**config.mk**
```make
export PLATFORM = sky130hd
export DESIGN_NAME = sxl_load_unit
export DESIGN_NICKNAME = d
export VERILOG_FILES = /design/src/rtl/sxl_pkg.sv /design/src/rtl/sxl_bitrev.sv /design/src/rtl/sxl_ea_calc.sv /design/src/rtl/sxl_fmt.sv /design/src/rtl/sxl_load_unit.sv
export SDC_FILE = /design/constraint.sdc
export NUM_CORES = 1
export LEC_CHECK = 0
export BUFFER_PORTS_ARGS = -buffer_cell sky130_fd_sc_hd__clkbuf_2
export CAP_MARGIN = 5
export CELL_PAD_IN_SITES_DETAIL_PLACEMENT = 0
export CELL_PAD_IN_SITES_GLOBAL_PLACEMENT = 1
export CORE_AREA = 2 2 209 211
export CTS_CLUSTER_DIAMETER = 100
export DETAILED_ROUTE_END_ITERATION = 12
export DIE_AREA = 0 0 211 213
export GPL_TIMING_DRIVEN = 0
export HOLD_SLACK_MARGIN = 0.03
export PLACE_DENSITY = 0.9
export SETUP_SLACK_MARGIN = 0.02
export SLEW_MARGIN = 20
export SYNTH_ARGS = -nofsm -noshare
export SYNTH_HDL_FRONTEND = slang
export SYNTH_SLANG_ARGS = --single-unit
```
**constraint.sdc**
```tcl
create_clock -name clk -period 2.8 [get_ports clk]
set_input_delay 0.14 -clock clk [delete_from_list [all_inputs] [get_ports clk]]
set_output_delay 0.14 -clock clk [all_outputs]
set_load 0.05 [all_outputs]
```
**src/rtl/sxl_pkg.sv**
```systemverilog
package sxl_pkg;

   typedef enum logic [1:0] {
      SZ_B = 2'd0,
      SZ_H = 2'd1,
      SZ_W = 2'd2,
      SZ_D = 2'd3
   } sxl_size_e;

   typedef enum logic [1:0] {
      ST_IDLE  = 2'd0,
      ST_ISSUE = 2'd1,
      ST_WAIT  = 2'd2
   } sxl_state_e;

endpackage

```
**src/rtl/sxl_bitrev.sv**
```systemverilog
module sxl_bitrev #(
   parameter int STEP_W = 6,
   localparam int LEN_W = $clog2(STEP_W + 1)
) (
   input  logic [STEP_W-1:0] step,
   input  logic [LEN_W-1:0]  len,
   output logic [STEP_W-1:0] rev
);

   int len_c;

   always_comb begin
      len_c = (int'(len) > STEP_W) ? STEP_W : int'(len);
      rev   = '0;
      for (int i = 0; i < STEP_W; i++) begin
         if (i < len_c) rev[i] = step[len_c - 1 - i];
      end
   end

endmodule

```
**src/rtl/sxl_ea_calc.sv**
```systemverilog
module sxl_ea_calc #(
   parameter int XLEN    = 64,
   parameter int IMM_W   = 16,
   parameter int STEP_W  = 6,
   parameter bit BREV_EN = 1'b1,
   localparam int SH_W   = $clog2(XLEN),
   localparam int LEN_W  = $clog2(STEP_W + 1)
) (
   input  logic [XLEN-1:0]   base,
   input  logic              base_as_zero,
   input  logic [IMM_W-1:0]  imm,
   input  logic              ds_form,
   input  logic [SH_W-1:0]   shamt,
   input  logic              brev,
   input  logic [STEP_W-1:0] step,
   input  logic [LEN_W-1:0]  vlen_log2,
   output logic [XLEN-1:0]   ea
);

   logic [IMM_W-1:0] imm_x;
   logic [XLEN-1:0]  imm_sx;
   logic [XLEN-1:0]  offset;
   logic [XLEN-1:0]  base_eff;

   assign imm_x    = ds_form ? {imm[IMM_W-3:0], 2'b00} : imm;
   assign imm_sx   = {{(XLEN-IMM_W){imm_x[IMM_W-1]}}, imm_x};
   assign base_eff = base_as_zero ? '0 : base;

   generate
      if (BREV_EN) begin : g_brev
         logic [STEP_W-1:0] rev;
         logic [XLEN-1:0]   scaled;
         sxl_bitrev #(.STEP_W(STEP_W)) u_rev (
            .step (step),
            .len  (vlen_log2),
            .rev  (rev)
         );
         assign scaled = imm_sx * {{(XLEN-STEP_W){1'b0}}, rev};
         assign offset = brev ? scaled : imm_sx;
      end else begin : g_plain
         logic unused_brev;
         assign unused_brev = ^{brev, step, vlen_log2};
         assign offset = imm_sx;
      end
   endgenerate

   assign ea = base_eff + (offset << shamt);

endmodule

```
**src/rtl/sxl_fmt.sv**
```systemverilog
module sxl_fmt #(
   parameter int XLEN = 64
) (
   input  sxl_pkg::sxl_size_e size,
   input  logic               sgn,
   input  logic [XLEN-1:0]    raw,
   output logic [XLEN-1:0]    result
);
   import sxl_pkg::*;

   always_comb begin
      unique case (size)
         SZ_B:    result = {{(XLEN-8){1'b0}}, raw[7:0]};
         SZ_H:    result = {{(XLEN-16){sgn & raw[15]}}, raw[15:0]};
         SZ_W:    result = {{(XLEN-32){sgn & raw[31]}}, raw[31:0]};
         default: result = raw;
      endcase
   end

endmodule

```
**src/rtl/sxl_load_unit.sv**
```systemverilog
module sxl_load_unit
   import sxl_pkg::*;
#(
   parameter int XLEN    = 64,
   parameter int IMM_W   = 16,
   parameter int IDX_W   = 5,
   parameter int STEP_W  = 6,
   parameter bit BREV_EN = 1'b1
) (
   input  logic                          clk,
   input  logic                          rst_n,
   input  logic                          req_valid,
   output logic                          req_ready,
   input  logic [XLEN-1:0]               req_base,
   input  logic                          req_base_zero,
   input  logic [IDX_W-1:0]              req_base_idx,
   input  logic [IDX_W-1:0]              req_dst_idx,
   input  logic [IMM_W-1:0]              req_imm,
   input  logic [XLEN-1:0]               req_shift,
   input  logic [1:0]                    req_size,
   input  logic                          req_signed,
   input  logic                          req_update,
   input  logic                          req_ds_form,
   input  logic                          req_brev,
   input  logic [STEP_W-1:0]             req_step,
   input  logic [$clog2(STEP_W+1)-1:0]   req_vlen_log2,
   output logic                          mem_req_valid,
   output logic [XLEN-1:0]               mem_req_addr,
   output logic [1:0]                    mem_req_size,
   input  logic                          mem_rsp_valid,
   input  logic [XLEN-1:0]               mem_rsp_data,
   output logic                          rsp_valid,
   output logic [XLEN-1:0]               rsp_data,
   output logic                          rsp_wb_valid,
   output logic [XLEN-1:0]               rsp_wb_data,
   output logic                          rsp_illegal
);

   localparam int SH_W = $clog2(XLEN);

   generate
      if (XLEN != 64) begin : g_bad_xlen
         $error("sxl_load_unit: XLEN must be 64");
      end
      if (IMM_W < 3 || IMM_W > XLEN) begin : g_bad_imm
         $error("sxl_load_unit: IMM_W out of range");
      end
      if (STEP_W < 1 || STEP_W > SH_W) begin : g_bad_step
         $error("sxl_load_unit: STEP_W out of range");
      end
      if (IDX_W < 1) begin : g_bad_idx
         $error("sxl_load_unit: IDX_W must be positive");
      end
   endgenerate

   sxl_state_e     state;
   logic [XLEN-1:0] ea_c;
   logic [XLEN-1:0] ea_q;
   sxl_size_e      size_q;
   logic           sgn_q;
   logic           wb_ok_q;
   logic           ill_q;
   logic           accept;
   logic           fire;
   logic           upd_bad;
   logic [XLEN-1:0] fmt_data;
   logic           unused_shift_hi;

   assign unused_shift_hi = ^req_shift[XLEN-1:SH_W];

   assign req_ready     = (state == ST_IDLE);
   assign accept        = req_valid && req_ready;
   assign fire          = (state == ST_WAIT) && mem_rsp_valid;
   assign upd_bad       = req_base_zero || (req_base_idx == req_dst_idx);

   sxl_ea_calc #(
      .XLEN    (XLEN),
      .IMM_W   (IMM_W),
      .STEP_W  (STEP_W),
      .BREV_EN (BREV_EN)
   ) u_ea (
      .base         (req_base),
      .base_as_zero (req_base_zero && !req_update),
      .imm          (req_imm),
      .ds_form      (req_ds_form),
      .shamt        (req_shift[SH_W-1:0]),
      .brev         (req_brev),
      .step         (req_step),
      .vlen_log2    (req_vlen_log2),
      .ea           (ea_c)
   );

   sxl_fmt #(.XLEN(XLEN)) u_fmt (
      .size   (size_q),
      .sgn    (sgn_q),
      .raw    (mem_rsp_data),
      .result (fmt_data)
   );

   always_ff @(posedge clk or negedge rst_n) begin
      if (!rst_n) begin
         state <= ST_IDLE;
      end else begin
         unique case (state)
            ST_IDLE:  if (req_valid) state <= ST_ISSUE;
            ST_ISSUE: state <= ST_WAIT;
            ST_WAIT:  if (mem_rsp_valid) state <= ST_IDLE;
            default:  state <= ST_IDLE;
         endcase
      end
   end

   always_ff @(posedge clk or negedge rst_n) begin
      if (!rst_n) begin
         ea_q    <= '0;
         size_q  <= SZ_B;
         sgn_q   <= 1'b0;
         wb_ok_q <= 1'b0;
         ill_q   <= 1'b0;
      end else if (accept) begin
         ea_q    <= ea_c;
         size_q  <= sxl_size_e'(req_size);
         sgn_q   <= req_signed;
         wb_ok_q <= req_update && !upd_bad;
         ill_q   <= req_update && upd_bad;
      end
   end

   always_ff @(posedge clk or negedge rst_n) begin
      if (!rst_n) begin
         rsp_valid    <= 1'b0;
         rsp_data     <= '0;
         rsp_wb_valid <= 1'b0;
         rsp_wb_data  <= '0;
         rsp_illegal  <= 1'b0;
      end else begin
         rsp_valid    <= fire;
         rsp_wb_valid <= fire && wb_ok_q;
         rsp_illegal  <= fire && ill_q;
         if (fire) begin
            rsp_data    <= fmt_data;
            rsp_wb_data <= ea_q;
         end
      end
   end

   assign mem_req_valid = (state == ST_ISSUE);
   assign mem_req_addr  = ea_q;
   assign mem_req_size  = size_q;


   req_issue_chk: assert property (@(posedge clk) disable iff (!rst_n)
      req_valid && req_ready |=> mem_req_valid);


   issue_single_chk: assert property (@(posedge clk) disable iff (!rst_n)
      mem_req_valid |=> !mem_req_valid);


   busy_not_ready_chk: assert property (@(posedge clk) disable iff (!rst_n)
      mem_req_valid |-> !req_ready);


   rsp_after_mem_chk: assert property (@(posedge clk) disable iff (!rst_n)
      rsp_valid |-> $past(mem_rsp_valid));


   rsp_pulse_chk: assert property (@(posedge clk) disable iff (!rst_n)
      rsp_valid |=> !rsp_valid);


   wb_legal_chk: assert property (@(posedge clk) disable iff (!rst_n)
      rsp_wb_valid |-> rsp_valid && !rsp_illegal);

endmodule

```
* After elaboration in Yosys (flattened, before gate mapping)
Index checks and enable logic that the tools add are counted. W data, S select, Z words.
Cells by class: add/subtract/negate cells 7, multipliers 1, divide/modulo/power cells 0, magnitude comparators 13, equality and inequality tests 7, shift operators 1, mux-type cells 32, bitwise gates (word level) 2, reduce and logical (&&, ||, !) cells 13
Operator list (count):
- $pmux W64 S3 | 1
- $lt A32 B5 Y1 const B | 4
- $mux W64 | 2
- $add A64 B64 Y64 | 1
- $shl A64 B6 Y64 | 1
- $mul A16 B7 Y23 | 1
- $bmux W1 S3 | 6
- $mux W1 | 18
- $mux W16 | 1
- $sub A4 B3 Y5 const B | 2
- $sub A4 B4 Y5 const B | 2
- $logic_and A1 B1 Y1 | 7
- $lt A1 B3 Y1 const A | 2
- $lt A2 B3 Y1 const A | 2
- $lt A3 B3 Y1 const A | 2
- $pmux W2 S3 | 1
- $eq A5 B5 Y1 | 1
- $lt A4 B5 Y1 const B | 1
- $lt A5 B5 Y1 const B | 1
- $sub A4 B2 Y5 const B | 1
- $eq A2 B1 Y1 const B | 2
- $eq A2 B2 Y1 const B | 2
- $logic_not A2 Y1 | 2
- $mux W2 | 2
- other kinds (8) | 11
Storage, ports and cells: bits in registers 202, bits in latches 0, bits in writable memories 0, ROM bits 0, input port bits 238, output and inout bits 199, logic and storage cells 87, memories 0

* Logic depth before layout (Yosys ltp)
depth in word-level cells 12, gate-level depth with buffers 44, mapped depth without buffers 40

* By module
Synthesis repeated with hierarchy kept, for this count alone.
Unflattened totals: cells, all modules 2327, area total of the unflattened synthesis 19522.5 µm²
By module, submodules not included:
- sxl_ea_calc | times used 1, cells an instance 1458, area an instance 10481.3 µm², seq. area each 0.0 µm²
- sxl_load_unit | times used 1, cells an instance 716, area an instance 7886.3 µm², seq. area each 5054.8 µm²
- sxl_fmt | times used 1, cells an instance 83, area an instance 641.9 µm², seq. area each 0.0 µm²
- sxl_bitrev | times used 1, cells an instance 70, area an instance 513.0 µm², seq. area each 0.0 µm²

* Worst setup path before layout
Ideal clock, no wire load.
kind in2reg, start in req_vlen_log2[1], end reg ea_q[63], in the netlist mem_req_addr[63], setup time 0.136 ns, data arrival time 9.459 ns, required time 2.664 ns, setup slack -6.795 ns, cell stages on the path 41, buffers on the path 4, cells stage by stage ha_1 > buf_2 > nand2b_1 > o22ai_1 > a22o_1 > o21ai_0 > or2_2 > clkbuf_1 > clkbuf_1 > nor2_1 > fa_1 > fa_1 > fa_1 > inv_1 > fa_1 > inv_1 > ha_1 > a21o_1 > (+5 left out) > nand2_2 > mux4_2 > mux4_2 > mux2_4 > nor2_2 > ha_1 > clkbuf_1 > o21ai_0 > o211ai_1 > a21oi_1 > inv_1 > o31ai_1 > o211ai_1 > o41a_1 > a221oi_1 > xnor2_1 > xnor2_1 > o21ai_0
Between the ends: longest elaborated chain between the ends 12, elaborated cells between the ends (all ways) 42, classes of those cells add/sub: 7; mul: 1; order compare: 7; shift: 1; mux: 26
RTL lines:
- from (decl) | RTL line sxl_load_unit.sv:26 | input logic [$clog2(STEP_W+1)-1:0] req_vlen_log2,
- $gt A3 B3 Y1 | RTL line sxl_bitrev.sv:13 | len_c = (int'(len) > STEP_W) ? STEP_W : int'(len);
- $mux W3 (*) | RTL line sxl_bitrev.sv:13
- $sub A3 B1 Y4 | RTL line sxl_bitrev.sv:16 | if (i < len_c) rev[i] = step[len_c - 1 - i];
- $sub A4 B2 Y5, or another cell as far along | RTL line sxl_bitrev.sv:16
- $bmux W1 S3 | RTL line sxl_bitrev.sv:16
- $mux W1 (implied by the code) (2 in series) | RTL line sxl_bitrev.sv:16
- $mux W1 | RTL line sxl_bitrev.sv:16
- $mul A16 B7 Y23 (*) | RTL line sxl_ea_calc.sv:38 | assign scaled = imm_sx * {{(XLEN-STEP_W){1'b0}}, rev};
- $mux W64 (*) | RTL line sxl_ea_calc.sv:39 | assign offset = brev ? scaled : imm_sx;
- $shl A64 B6 Y64 (*) | RTL line sxl_ea_calc.sv:47 | assign ea = base_eff + (offset << shamt);
- $add A64 B64 Y64 (*) | RTL line sxl_ea_calc.sv:47
- to (signal assigned) | RTL line sxl_load_unit.sv:115 | ea_q <= '0;
- to (signal assigned) | RTL line sxl_load_unit.sv:121 | ea_q <= ea_c;
- to (decl) | RTL line sxl_load_unit.sv:58 | logic [XLEN-1:0] ea_q;
Every way passes the cells marked *; elsewhere a longest branch is shown, timed or not. The select of a mux whose other input is x is not followed. A chain may end at the register's enable or synchronous reset.

* Worst setup path in the final report
start in req_vlen_log2[2], end reg ea_q[63], in the netlist mem_req_addr[63]
Same word-level chain as after synthesis.

==> out/results.tsv <==
stage	metric	value	unit
cells_and_area	seqCellArea	0.00505	mm²
synthesis	synthFlopType	dfrtp_1	
global_route	grt_pass1_wl	115000	µm
clock_network	cts_tree	done	
worst_hold_path	hold_depth	3	
setup_path	reg2regPathDepth	7	
global_route	antenna_found_initial	8	
timing	drv_slew	0	
setup_path	arrival	9740	ps
place	port_buffers	376	
route	remaining_drc_errors	0	
cells_and_area	drive_above_1_share	31.0	%
setup_path	reg2reg_from	state[1]$_DFFE_PN0P_	
setup_path	crit_start	req_vlen_log2[2]	
global_route	grt_max_degree	75	
flow_run	drv_cap	0	
cells_and_area	multi_input_area	0.0148	mm²
synthesis	synth_area	0.0186	mm²
cells_and_area	n_fill_cell	3705	
route	wl_per_cell	21.9	µm
power_and_ir_drop	seq_power_share	19.6	%
floorplan	fp.coreArea	0.0427	mm²
synthesis	yosys.area.top_type	dfrtp_1	
synthesis	ys_types	90	
place	gp_congestion	0.969	
place	hpwl	59900	µm
timing	hold_violations	0	
route	drt-pass1-iter-count	6	
timing	slew_headroom	31.3	%
place	pre_cts_slack	-7950	ps
floorplan	die_h	213	µm
timing	tns	-329700	ps
setup_path	r2r_end	mem_req_addr[42]$_DFFE_PN0P_	
setup_path	path_depth	41	
worst_hold_path	hold_path_class	in2reg	
setup_path	startpoint_type	input port	
power_and_ir_drop	powerDensity	1070	mW/mm²
setup_path	cp_slowest_cell	fa_1	
route	drt_iter0_drc	1847	
power_and_ir_drop	p_leak	12.5	nW
status	status	finished, violations left	
route	via_per_inst	5.81	
synthesis	yosysWarnings	0	
setup_path	crit_top_cell	fa_1	
synthesis	async_flop_share	100	%
synthesis	synth_top_area_share	27.2	%
synthesis	syn-instance-count	2389	
cells_and_area	nets	3390	
setup_path	slowest_delay	530	ps
route	drt_wl_total	77600	µm
cells_and_area	finalNonFillerCells	3537	
global_route	grt_pass1_vias	19800	
cells_and_area	syn2layout_area_growth	40.1	%
synthesis	syn_area_per_cell	7.79	µm²
timing	period_share	334	%
setup_path	cp_num_buf_inv	8	
timing	fin_crit	9370	ps
timing	finalClockSkew	34.8	ps
power_and_ir_drop	sw_frac_of_total	55.7	%
synthesis	synth-edff-count	0	
clock_network	cts_max_level	1	
timing	setup_viol	63	
synthesis	ys_seq_elements	202	
synthesis	synth_area_leaders	dfrtp_1 (27%), nand2_1 (9.9%), ha_1 (7.7%), fa_1 (7.3%), a21oi_1 (5.0%)	
place	place_inst	3313	
timing	tightest_slew	1000	ps
route	ant_nets	0	
power_and_ir_drop	ir_drop	0.941	mV
setup_path	critical-path-top-delay-family	compound AO/OA/AOI/OAI gates	
synthesis	yosysSeqAreaShare	27.2	%
floorplan	placementRows	76	
worst_hold_path	hold-path-endpoint	state[1]$_DFFE_PN0P_	
power_and_ir_drop	clockPowerShare	11.0	%
setup_path	worstPathMaxFanout	6	
timing	rsz0062_at_grt	yes	
clock_network	cts_buffers	24	
setup_path	cp.required	3180	ps
clock_network	clk_latency	550	ps
status	failed_checks	negative setup slack	
worst_hold_path	min_from	mem_rsp_valid	
setup_path	reg2reg_slack	250	ps
clock_network	root_buffer	clkbuf_16	
floorplan	start_util	43.6	%
timing	fmax	107	MHz
clock_network	clk_pin_slew	60	ps
timing	fin_ws	-6570	ps
floorplan	num_io_pins	437	
clock_network	cts_sinks	202	
floorplan	dieArea	0.0449	mm²
clock_network	clk_path_buf_depth	3	
route	vias	20600	
setup_path	cp-end-kind	register	
power_and_ir_drop	p_switching	0.0155	W
setup_path	path_class	in2reg	
global_route	grt_overflow	0	
global_route	track_usage	33.1	%
power_and_ir_drop	power.internal	0.0123	W
synthesis	syn_nets	2809	
floorplan	die_w	211	µm
power_and_ir_drop	comb_power_share	69.5	%
[metrics by stage]
stage | total power [W] | cell area (µm²) | utilization [%] | hold WS [ps]
floorplan | 0.0171 | 19000 | - | -156
global placement | 0.0215 | 21600 | 50.5 | 336
detailed placement | 0.0217 | 21600 | 50.7 | 158
CTS | 0.0262 | 24600 | 57.6 | 39.6
global route | 0.0293 | 26100 | 61.1 | 68.9
finish | 0.0278 | 26100 | 61.1 | 55.9
[logic make-up after synthesis]
family          count (synthesis)  synth area share (%)
flops                         202                  27.2
compound gates                597                  20.5
simple gates                  991                  23.5
fa+ha+maj                     182                  15.0
xor+xnor                       77                  3.62
mux                            69                  4.69
buf+inv                       271                  5.54
[cells in the mapped netlist, types with 13 or more instances]
master and instances:
dfrtp_1 202, nand3_1 35, nor3_1 29, a21o_1 66, o211ai_1 18, nand2_1 490, a211oi_1 20, mux2i_1 34
clkbuf_1 116, nand2b_1 19, xor2_1 28, and3_1 16, nand4_1 23, inv_1 131, xnor2_1 49, fa_1 68
a21oi_1 185, and2_1 81, mux2_2 22, o22ai_1 13, nor2_1 230, ha_1 114, o21a_1 17, a31oi_1 16
o21ai_0 137
[flip-flops by register name, indices dropped and copies added, names as in the netlist, 2 cells and up]
signal / cells
rsp_data: 64
state: 2
mem_req_addr: 64
rsp_wb_data: 64
mem_req_size: 2
[power by group through the flow]
stage	logic [W]	registers (W)	clock network, W
after floorplan	0.00730	0.00979	0
after global placement	0.0161	0.00540	0
after detailed placement	0.0162	0.00547	0
after CTS	0.0177	0.00542	0.00309
after global routing	0.0206	0.00557	0.00321
final	0.0193	0.00545	0.00305
[timing repair]
item / in CTS / in global routing
resized for setup: 235 / 248
pin swaps: 110 / 112
hold endpoints to repair: 129 / 0
setup endpoints to repair: 63 / 64
setup buffers: 75 / 50
hold buffers: 70 / 0
cloned: 1 / 0
[placed cells by master (no fill, tap or decap), types with 16 or more instances in the layout]
cell	instances
buf_4	102
o21ai_0	72
nand4_1	23
nor2_1	194
and2_1	78
a21oi_4	17
mux2i_1	17
nand2b_1	18
o21ai_1	43
nand3_1	34
mux2_2	16
dfrtp_1	202
a21oi_2	36
a21oi_1	134
clkbuf_1	99
clkbuf_16	26
ha_4	31
xnor2_1	33
buf_6	27
nand2_1	477
o21ai_2	19
ha_1	76
xor2_1	18
inv_1	119
clkbuf_2	375
nor2_2	22
nor3_1	21
dlygate4sd3_1	70
fa_1	66
a21o_1	66
o211ai_1	18
[metal layers]
metal	vias up	global-route usage, %	share of wire (%)
met5	-	0	0.053
li1	9401	-	-
met4	6	12.8	4.2
met1	10100	44.2	42
met2	904	54.2	47
met3	188	5.07	7.6
[final cells by class]
type	instances	area share, %
Sequential cell	202	19.4
Antenna cell	5	0.0480
Timing Repair Buffer	570	14.2
Buffer	121	2.29
Inverter	135	1.94
Clock buffer	35	2.62
Tap cell	546	2.62
Multi-Input combinational cell	1916	56.6
Clock inverter	7	0.302
[worst max-delay path by stage]
| stage | endpoint |
|---|---|
| after global placement | mem_req_addr[60]$_DFFE_PN0P_ |
| after global routing | mem_req_addr[63]$_DFFE_PN0P_ |
| final | mem_req_addr[63]$_DFFE_PN0P_ |
| after CTS | mem_req_addr[63]$_DFFE_PN0P_ |
| after detailed placement | mem_req_addr[63]$_DFFE_PN0P_ |
| after floorplan | mem_req_addr[63]$_DFFE_PN0P_ |
[worst reg2reg max path, stage by stage (launching register included)]
cell and delay (ps):
dfrtp_1 400, nor2_1 180, nand2_1 360, inv_1 170, clkbuf_1 530, clkbuf_1 540
o2111ai_1 220, nand3_1 120
Power figures use the tool's default switching activity.
